--- config.mk ---
export PLATFORM = sky130hd
export DESIGN_NAME = dac_i2c_burst_rx
export DESIGN_NICKNAME = d
export VERILOG_FILES = /design/src/rtl/dac_i2c_pkg.sv /design/src/rtl/i2c_bus_cond.sv /design/src/rtl/i2c_byte_shift.sv /design/src/rtl/i2c_frame_ctl.sv /design/src/rtl/dac_i2c_burst_rx.sv
export SDC_FILE = /design/constraint.sdc
export NUM_CORES = 1
export LEC_CHECK = 0
export ABC_AREA = 0
export BUFFER_PORTS_ARGS = -buffer_cell sky130_fd_sc_hd__buf_2
export CELL_PAD_IN_SITES_DETAIL_PLACEMENT = 0
export CELL_PAD_IN_SITES_GLOBAL_PLACEMENT = 1
export CORE_ASPECT_RATIO = 0.5
export CORE_MARGIN = 5
export CORE_UTILIZATION = 40
export CTS_CLUSTER_SIZE = 20
export DETAILED_ROUTE_END_ITERATION = 10
export GPL_TIMING_DRIVEN = 0
export PLACE_DENSITY_LB_ADDON = 0.1
export SLEW_MARGIN = 20
export SYNTH_ARGS = -nofsm -noshare
export SYNTH_HDL_FRONTEND = slang
export SYNTH_HIERARCHICAL = 1
export SYNTH_SLANG_ARGS = --single-unit
--- constraint.sdc ---
create_clock -name clk -period 6.6 [get_ports clk]
set_clock_uncertainty 0.15 [all_clocks]
set_input_delay 0.99 -clock clk [delete_from_list [all_inputs] [get_ports clk]]
set_output_delay 0.99 -clock clk [all_outputs]
set_load 0.03 [all_outputs]
--- src/rtl/dac_i2c_pkg.sv ---
package dac_i2c_pkg;

   // fixed upper part of the device address; the two low bits come from straps
   localparam logic [4:0] DEV_ADDR_HI = 5'b10101;
   // pointer value that starts the auto-incrementing channel burst
   localparam logic [7:0] BURST_CODE  = 8'hFF;
   // width of the assembled two-byte data word
   localparam int         WORD_W      = 16;
   localparam int         KIND_W      = 2;

   // position of the frame controller inside a transaction
   typedef enum logic [2:0] {
      FS_IDLE,
      FS_ADDR,
      FS_PTR,
      FS_DHI,
      FS_DLO
   } frame_state_t;

   // position of the byte engine inside a byte
   typedef enum logic [1:0] {
      BP_IDLE,
      BP_DATA,
      BP_ACK
   } bit_phase_t;

endpackage

--- src/rtl/i2c_bus_cond.sv ---
// Synchronises the two bus lines and derives edge and bus-condition strobes.
module i2c_bus_cond #(
   parameter int SYNC_STAGES = 2
) (
   input  logic clk,
   input  logic rst_n,
   input  logic scl_i,
   input  logic sda_i,
   output logic sda_lvl,
   output logic scl_rise,
   output logic scl_fall,
   output logic start_det,
   output logic stop_det
);

   localparam int LINES = 2;
   localparam int IDX_SCL = 1;
   localparam int IDX_SDA = 0;

   logic [LINES-1:0] raw_in;
   logic [LINES-1:0] sync_v;
   logic [LINES-1:0] prev_q;

   assign raw_in = {scl_i, sda_i};

   // one synchroniser chain per line, idle level is high
   for (genvar g = 0; g < LINES; g++) begin : g_line
      logic [SYNC_STAGES-1:0] chain_q;
      always_ff @(posedge clk or negedge rst_n) begin
         if (!rst_n) chain_q <= '1;
         else        chain_q <= {chain_q[SYNC_STAGES-2:0], raw_in[g]};
      end
      assign sync_v[g] = chain_q[SYNC_STAGES-1];
   end

   always_ff @(posedge clk or negedge rst_n) begin
      if (!rst_n) prev_q <= '1;
      else        prev_q <= sync_v;
   end

   logic scl_now, sda_now, scl_prev, sda_prev;
   assign scl_now  = sync_v[IDX_SCL];
   assign sda_now  = sync_v[IDX_SDA];
   assign scl_prev = prev_q[IDX_SCL];
   assign sda_prev = prev_q[IDX_SDA];

   assign sda_lvl   = sda_now;
   assign scl_rise  = scl_now & ~scl_prev;
   assign scl_fall  = ~scl_now & scl_prev;
   // data edges while the clock stays high mark bus conditions
   assign start_det = scl_now & scl_prev & sda_prev & ~sda_now;
   assign stop_det  = scl_now & scl_prev & ~sda_prev & sda_now;

endmodule

--- src/rtl/i2c_byte_shift.sv ---
// Shifts in eight bits per byte and drives the acknowledge on the ninth clock.
module i2c_byte_shift
   import dac_i2c_pkg::*;
(
   input  logic       clk,
   input  logic       rst_n,
   input  logic       start_det,
   input  logic       stop_det,
   input  logic       scl_rise,
   input  logic       scl_fall,
   input  logic       sda_lvl,
   input  logic       ack_en,
   output logic       byte_stb,
   output logic [7:0] byte_val,
   output logic       sda_oe
);

   localparam int          BITS    = 8;
   localparam int          CNT_W   = $clog2(BITS + 1);
   localparam logic [CNT_W-1:0] FULL = CNT_W'(BITS);

   bit_phase_t       phase_q;
   logic [CNT_W-1:0] bit_cnt_q;
   logic [BITS-1:0]  shreg_q;

   assign byte_val = shreg_q;

   always_ff @(posedge clk or negedge rst_n) begin
      if (!rst_n) begin
         phase_q   <= BP_IDLE;
         bit_cnt_q <= '0;
         shreg_q   <= '0;
         byte_stb  <= 1'b0;
         sda_oe    <= 1'b0;
      end else begin
         byte_stb <= 1'b0;
         if (start_det) begin
            // a START (first or repeated) always restarts bit counting
            phase_q   <= BP_DATA;
            bit_cnt_q <= '0;
            sda_oe    <= 1'b0;
         end else if (stop_det) begin
            phase_q <= BP_IDLE;
            sda_oe  <= 1'b0;
         end else begin
            case (phase_q)
               BP_DATA: begin
                  if (scl_rise && bit_cnt_q != FULL) begin
                     shreg_q   <= {shreg_q[BITS-2:0], sda_lvl};
                     bit_cnt_q <= bit_cnt_q + 1'b1;
                  end
                  if (scl_fall && bit_cnt_q == FULL) begin
                     byte_stb <= 1'b1;
                     phase_q  <= BP_ACK;
                  end
               end
               BP_ACK: begin
                  // controller answers in the strobe cycle
                  if (byte_stb) sda_oe <= ack_en;
                  if (scl_fall) begin
                     sda_oe    <= 1'b0;
                     bit_cnt_q <= '0;
                     // a refused byte leaves the bus alone until the next START
                     phase_q   <= sda_oe ? BP_DATA : BP_IDLE;
                  end
               end
               default: begin
                  phase_q <= BP_IDLE;
               end
            endcase
         end
      end
   end

endmodule

--- src/rtl/i2c_frame_ctl.sv ---
// Decodes address, pointer and data bytes into channel updates.
module i2c_frame_ctl
   import dac_i2c_pkg::*;
#(
   parameter  int NUM_CHAN = 16,
   parameter  int DATA_W   = 14,
   localparam int CHAN_W   = $clog2(NUM_CHAN)
) (
   input  logic              clk,
   input  logic              rst_n,
   input  logic              start_det,
   input  logic              stop_det,
   input  logic              byte_stb,
   input  logic [7:0]        byte_val,
   input  logic [1:0]        addr_pins,
   output logic              ack_en,
   output logic              ctl_idle,
   output logic              upd_valid,
   output logic [CHAN_W-1:0] upd_chan,
   output logic [KIND_W-1:0] upd_kind,
   output logic [DATA_W-1:0] upd_data
);

   localparam logic [CHAN_W-1:0] LAST_CHAN = CHAN_W'(NUM_CHAN - 1);

   frame_state_t      st_q;
   logic              burst_q;
   logic [CHAN_W-1:0] chan_q;
   logic [7:0]        hi_q;
   logic              addr_hit;
   logic [WORD_W-1:0] word;

   assign addr_hit = (byte_val[7:3] == DEV_ADDR_HI) &&
                     (byte_val[2:1] == addr_pins) &&
                     !byte_val[0];
   assign word     = {hi_q, byte_val};
   assign ctl_idle = (st_q == FS_IDLE);

   always_comb begin
      case (st_q)
         FS_IDLE: ack_en = 1'b0;
         FS_ADDR: ack_en = addr_hit;
         default: ack_en = 1'b1;
      endcase
   end

   always_ff @(posedge clk or negedge rst_n) begin
      if (!rst_n) begin
         st_q      <= FS_IDLE;
         burst_q   <= 1'b0;
         chan_q    <= '0;
         hi_q      <= '0;
         upd_valid <= 1'b0;
         upd_chan  <= '0;
         upd_kind  <= '0;
         upd_data  <= '0;
      end else begin
         upd_valid <= 1'b0;
         if (start_det) begin
            st_q    <= FS_ADDR;
            burst_q <= 1'b0;
         end else if (stop_det) begin
            st_q    <= FS_IDLE;
            burst_q <= 1'b0;
         end else if (byte_stb) begin
            case (st_q)
               FS_ADDR: st_q <= addr_hit ? FS_PTR : FS_IDLE;
               FS_PTR: begin
                  if (byte_val == BURST_CODE) begin
                     burst_q <= 1'b1;
                     chan_q  <= '0;
                  end else begin
                     burst_q <= 1'b0;
                     chan_q  <= byte_val[CHAN_W-1:0];
                  end
                  st_q <= FS_DHI;
               end
               FS_DHI: begin
                  hi_q <= byte_val;
                  st_q <= FS_DLO;
               end
               FS_DLO: begin
                  upd_valid <= 1'b1;
                  upd_chan  <= chan_q;
                  upd_kind  <= word[WORD_W-1 -: KIND_W];
                  upd_data  <= word[DATA_W-1:0];
                  if (burst_q && chan_q != LAST_CHAN) begin
                     chan_q <= chan_q + 1'b1;
                     st_q   <= FS_DHI;
                  end else begin
                     burst_q <= 1'b0;
                     st_q    <= FS_PTR;
                  end
               end
               default: st_q <= FS_IDLE;
            endcase
         end
      end
   end

endmodule

--- src/rtl/dac_i2c_burst_rx.sv ---
// Top: write-only two-wire slave receiver for a multichannel converter.
module dac_i2c_burst_rx
   import dac_i2c_pkg::*;
#(
   parameter  int NUM_CHAN    = 16,
   parameter  int DATA_W      = 14,
   parameter  int SYNC_STAGES = 2,
   localparam int CHAN_W      = $clog2(NUM_CHAN)
) (
   input  logic              clk,
   input  logic              rst_n,
   input  logic              scl_i,
   input  logic              sda_i,
   output logic              sda_oe,
   input  logic [1:0]        addr_pins,
   output logic              upd_valid,
   output logic [CHAN_W-1:0] upd_chan,
   output logic [1:0]        upd_kind,
   output logic [DATA_W-1:0] upd_data
);

   // elaboration-time parameter checks
   if (NUM_CHAN < 2 || NUM_CHAN > 128 || (NUM_CHAN & (NUM_CHAN - 1)) != 0) begin : g_bad_chan
      $error("NUM_CHAN must be a power of two between 2 and 128");
   end
   if (DATA_W < 1 || DATA_W > WORD_W - KIND_W) begin : g_bad_data
      $error("DATA_W must lie between 1 and 14");
   end
   if (SYNC_STAGES < 2) begin : g_bad_sync
      $error("SYNC_STAGES must be at least 2");
   end

   logic       sda_lvl, scl_rise, scl_fall, start_det, stop_det;
   logic       byte_stb, ack_en, ctl_idle;
   logic [7:0] byte_val;

   i2c_bus_cond #(
      .SYNC_STAGES(SYNC_STAGES)
   ) u_cond (
      .clk       (clk),
      .rst_n     (rst_n),
      .scl_i     (scl_i),
      .sda_i     (sda_i),
      .sda_lvl   (sda_lvl),
      .scl_rise  (scl_rise),
      .scl_fall  (scl_fall),
      .start_det (start_det),
      .stop_det  (stop_det)
   );

   i2c_byte_shift u_shift (
      .clk       (clk),
      .rst_n     (rst_n),
      .start_det (start_det),
      .stop_det  (stop_det),
      .scl_rise  (scl_rise),
      .scl_fall  (scl_fall),
      .sda_lvl   (sda_lvl),
      .ack_en    (ack_en),
      .byte_stb  (byte_stb),
      .byte_val  (byte_val),
      .sda_oe    (sda_oe)
   );

   i2c_frame_ctl #(
      .NUM_CHAN (NUM_CHAN),
      .DATA_W   (DATA_W)
   ) u_ctl (
      .clk       (clk),
      .rst_n     (rst_n),
      .start_det (start_det),
      .stop_det  (stop_det),
      .byte_stb  (byte_stb),
      .byte_val  (byte_val),
      .addr_pins (addr_pins),
      .ack_en    (ack_en),
      .ctl_idle  (ctl_idle),
      .upd_valid (upd_valid),
      .upd_chan  (upd_chan),
      .upd_kind  (upd_kind),
      .upd_data  (upd_data)
   );

endmodule

==> impl_metrics.json <==
{
  "status": "completed",
  "min_path_type": "register to register",
  "initial_core_util_pct": 40.48,
  "p_seq_share_pct": 44.1,
  "vias": 1769,
  "ys_warn_count": 6,
  "pwr-share-clk_pct": 44.6,
  "peakVddDrop_mv": 0.1683,
  "setup_tns_ns": 0,
  "ioPinCount": 28,
  "rsz0062_at_grt": "false",
  "tightest_slew_ns": 0.7471,
  "cts_htree_levels": 3,
  "netSwitchingFraction_pct": 25.17,
  "wirelength_um": 5300,
  "netlist_area_um2": 2659,
  "avgSynthCellArea_um2": 13.16,
  "core-area_um2": 6569,
  "route.detailed.drc": 0,
  "critPathKind": "register to register",
  "synth_cells": 202,
  "path_clk_slew_ns": 0.05,
  "drv_cap": 0,
  "clock_sinks": 59,
  "fp.dieArea_um2": 8477,
  "slowest_delay_ns": 0.51,
  "die_w_um": 125.3,
  "cts_resized": 0,
  "setup_viol": 0,
  "syn_to_final_growth_pct": 20.47,
  "finalCritPeriodShare_pct": 36.39,
  "cts_tree": "done",
  "antenna_found_initial": 0,
  "grt_pass1_wl_um": 9156,
  "synthesis.nets": 211,
  "ctsHoldBuffers": 0,
  "drtPass1Iterations": 4,
  "power.net_switching_w": 0.0002568,
  "dr.first_iter.drc_count": 59,
  "crit_required_ns": 6.65,
  "grt_usage_pct": 14.34,
  "path_max_fanout": 11,
  "finalCriticalPeriod_ns": 2.402,
  "finalMaxSlewViolations": 0,
  "cp-start-kind": "register",
  "path_buf_inv": 0,
  "combPwrFrac_pct": 11.2,
  "cts-root-buf": "clkbuf_16",
  "fillers": 601,
  "diodes": 0,
  "num_rows": 21,
  "fin_total_pwr_w": 0.001020,
  "crit_path_end_kind": "register",
  "crit_slowest_cell": "dfstp_2",
  "vias_per_cell": 5.249,
  "pwr_density_cell_nw_per_um2": 318.5,
  "hold_viol": 0,
  "timing.fmax_mhz": 416.3,
  "dieHeight_um": 67.65,
  "postCtsSetupBuffers": 0,
  "fin_cells": 337,
  "p_int_w": 0.0007635,
  "cts_buffers": 9,
  "drive_above_1_share_pct": 29.39,
  "crit_chain": "and4b_1 > nor2_1 > nand2_1 > nor2_2 > mux2_2",
  "mostFrequentLayoutCell": "dfrtp_1",
  "grt_overflow": 0,
  "grt_pass1_vias": 1821,
  "detail-route-antenna-nets": 0,
  "wl_per_cell_um": 15.73,
  "path_delay_family": "simple AND/OR/NAND/NOR gates",
  "power.leakage_nw": 1.598,
  "gp_congestion": 0.7762,
  "grt_max_degree": 60,
  "final_cell_mix": "dfrtp_1, mux2_1, buf_2, nand2_1, clkbuf_16",
  "dp.cells": 321,
  "fin_nets": 249,
  "io_buffers": 27,
  "clk_latency_ns": 0.32,
  "clock_path_buffers": 2,
  "cp.arrival_ns": 2.46,
  "dp.final_hpwl_um": 3534,
  "slew_headroom_pct": 50.20
}
[worst reg2reg max path, stage by stage, from the launching register on]
cell and delay (ns):
dfstp_2 0.51, and4b_1 0.35, nor2_1 0.24, nand2_1 0.16
nor2_2 0.49, mux2_2 0.39
[layout make-up]
class,instances,area [um2],area share (%)
Timing Repair Buffer,27,137.6,4.297
Clock buffer,14,254.0,7.930
Sequential cell,59,1484,46.33
Inverter,8,30.03,0.9375
Tap cell,92,115.1,3.594
Buffer,6,36.28,1.133
Multi-Input combinational cell,129,1109,34.61
Clock inverter,2,37.54,1.172
[sequential cells by signal, summed over array words and instances, names as in the netlist]
register and cells:
u_shift/phase_q 2, u_cond/g_line.chain_q 4, u_ctl/upd_kind 2, u_ctl/hi_q 8, u_shift/bit_cnt_q 4, u_shift/byte_val 8
u_shift/sda_oe 1, u_ctl/upd_chan 4, u_shift/byte_stb 1, u_ctl/upd_valid 1, u_ctl/burst_q 1, u_ctl/chan_q 4
u_cond/prev_q 2, u_ctl/upd_data 14, u_ctl/st_q 3
[through the flow]
| stage | utilization, % | worst slack (ns) | hold slack [ns] | area (um2) |
|---|---|---|---|---|
| after floorplan | - | 4.503 | 0.1952 | 2659 |
| after global placement | 44.29 | 4.210 | 0.1984 | 2909 |
| after detailed placement | 44.32 | 4.192 | 0.1991 | 2912 |
| after CTS | 48.76 | 4.181 | 0.2058 | 3203 |
| after global routing | 48.76 | 4.047 | 0.2111 | 3203 |
| final | 48.76 | 4.198 | 0.2027 | 3203 |
[power by group through the flow]
stage          registers [W]   logic, W  clock network, W
6_report            0.000450   0.000114          0.000455
5_1_grt             0.000458   0.000129          0.000490
4_1_cts             0.000452   0.000116          0.000467
3_5_place_dp        0.000458   0.000115                 0
3_3_place_gp        0.000457   0.000113                 0
2_1_floorplan       0.000435  0.0000935                 0
[metal layers]
layer,share of wire (%),vias up,global-route usage [%]
li1,-,813,-
met1,48,908,17.67
met2,45,40,22.53
met3,5.4,8,6.319
met4,1.2,0,5.676
met5,0,-,0
[final timing paths]
check | depth (start not counted) | from | slack, ns | end
worst min-delay path | 0 | u_cond/g_line[1].chain_q[0] | 0.20 | u_cond/g_line[1].chain_q[1]
worst max-delay path | 5 | u_cond/prev_q[0] | 4.20 | u_ctl/hi_q[7]
max in group asynchronous | 1 | rst_n | 5.22 | u_ctl/hi_q[7]
worst max register to register | 5 | u_cond/prev_q[0] | 4.20 | u_ctl/hi_q[7]
min in group asynchronous | 1 | rst_n | 0.58 | u_shift/bit_cnt_q[3]
worst min register to register | 0 | u_cond/g_line[1].chain_q[0] | 0.20 | u_cond/g_line[1].chain_q[1]
Power figures use the tool's default switching activity.
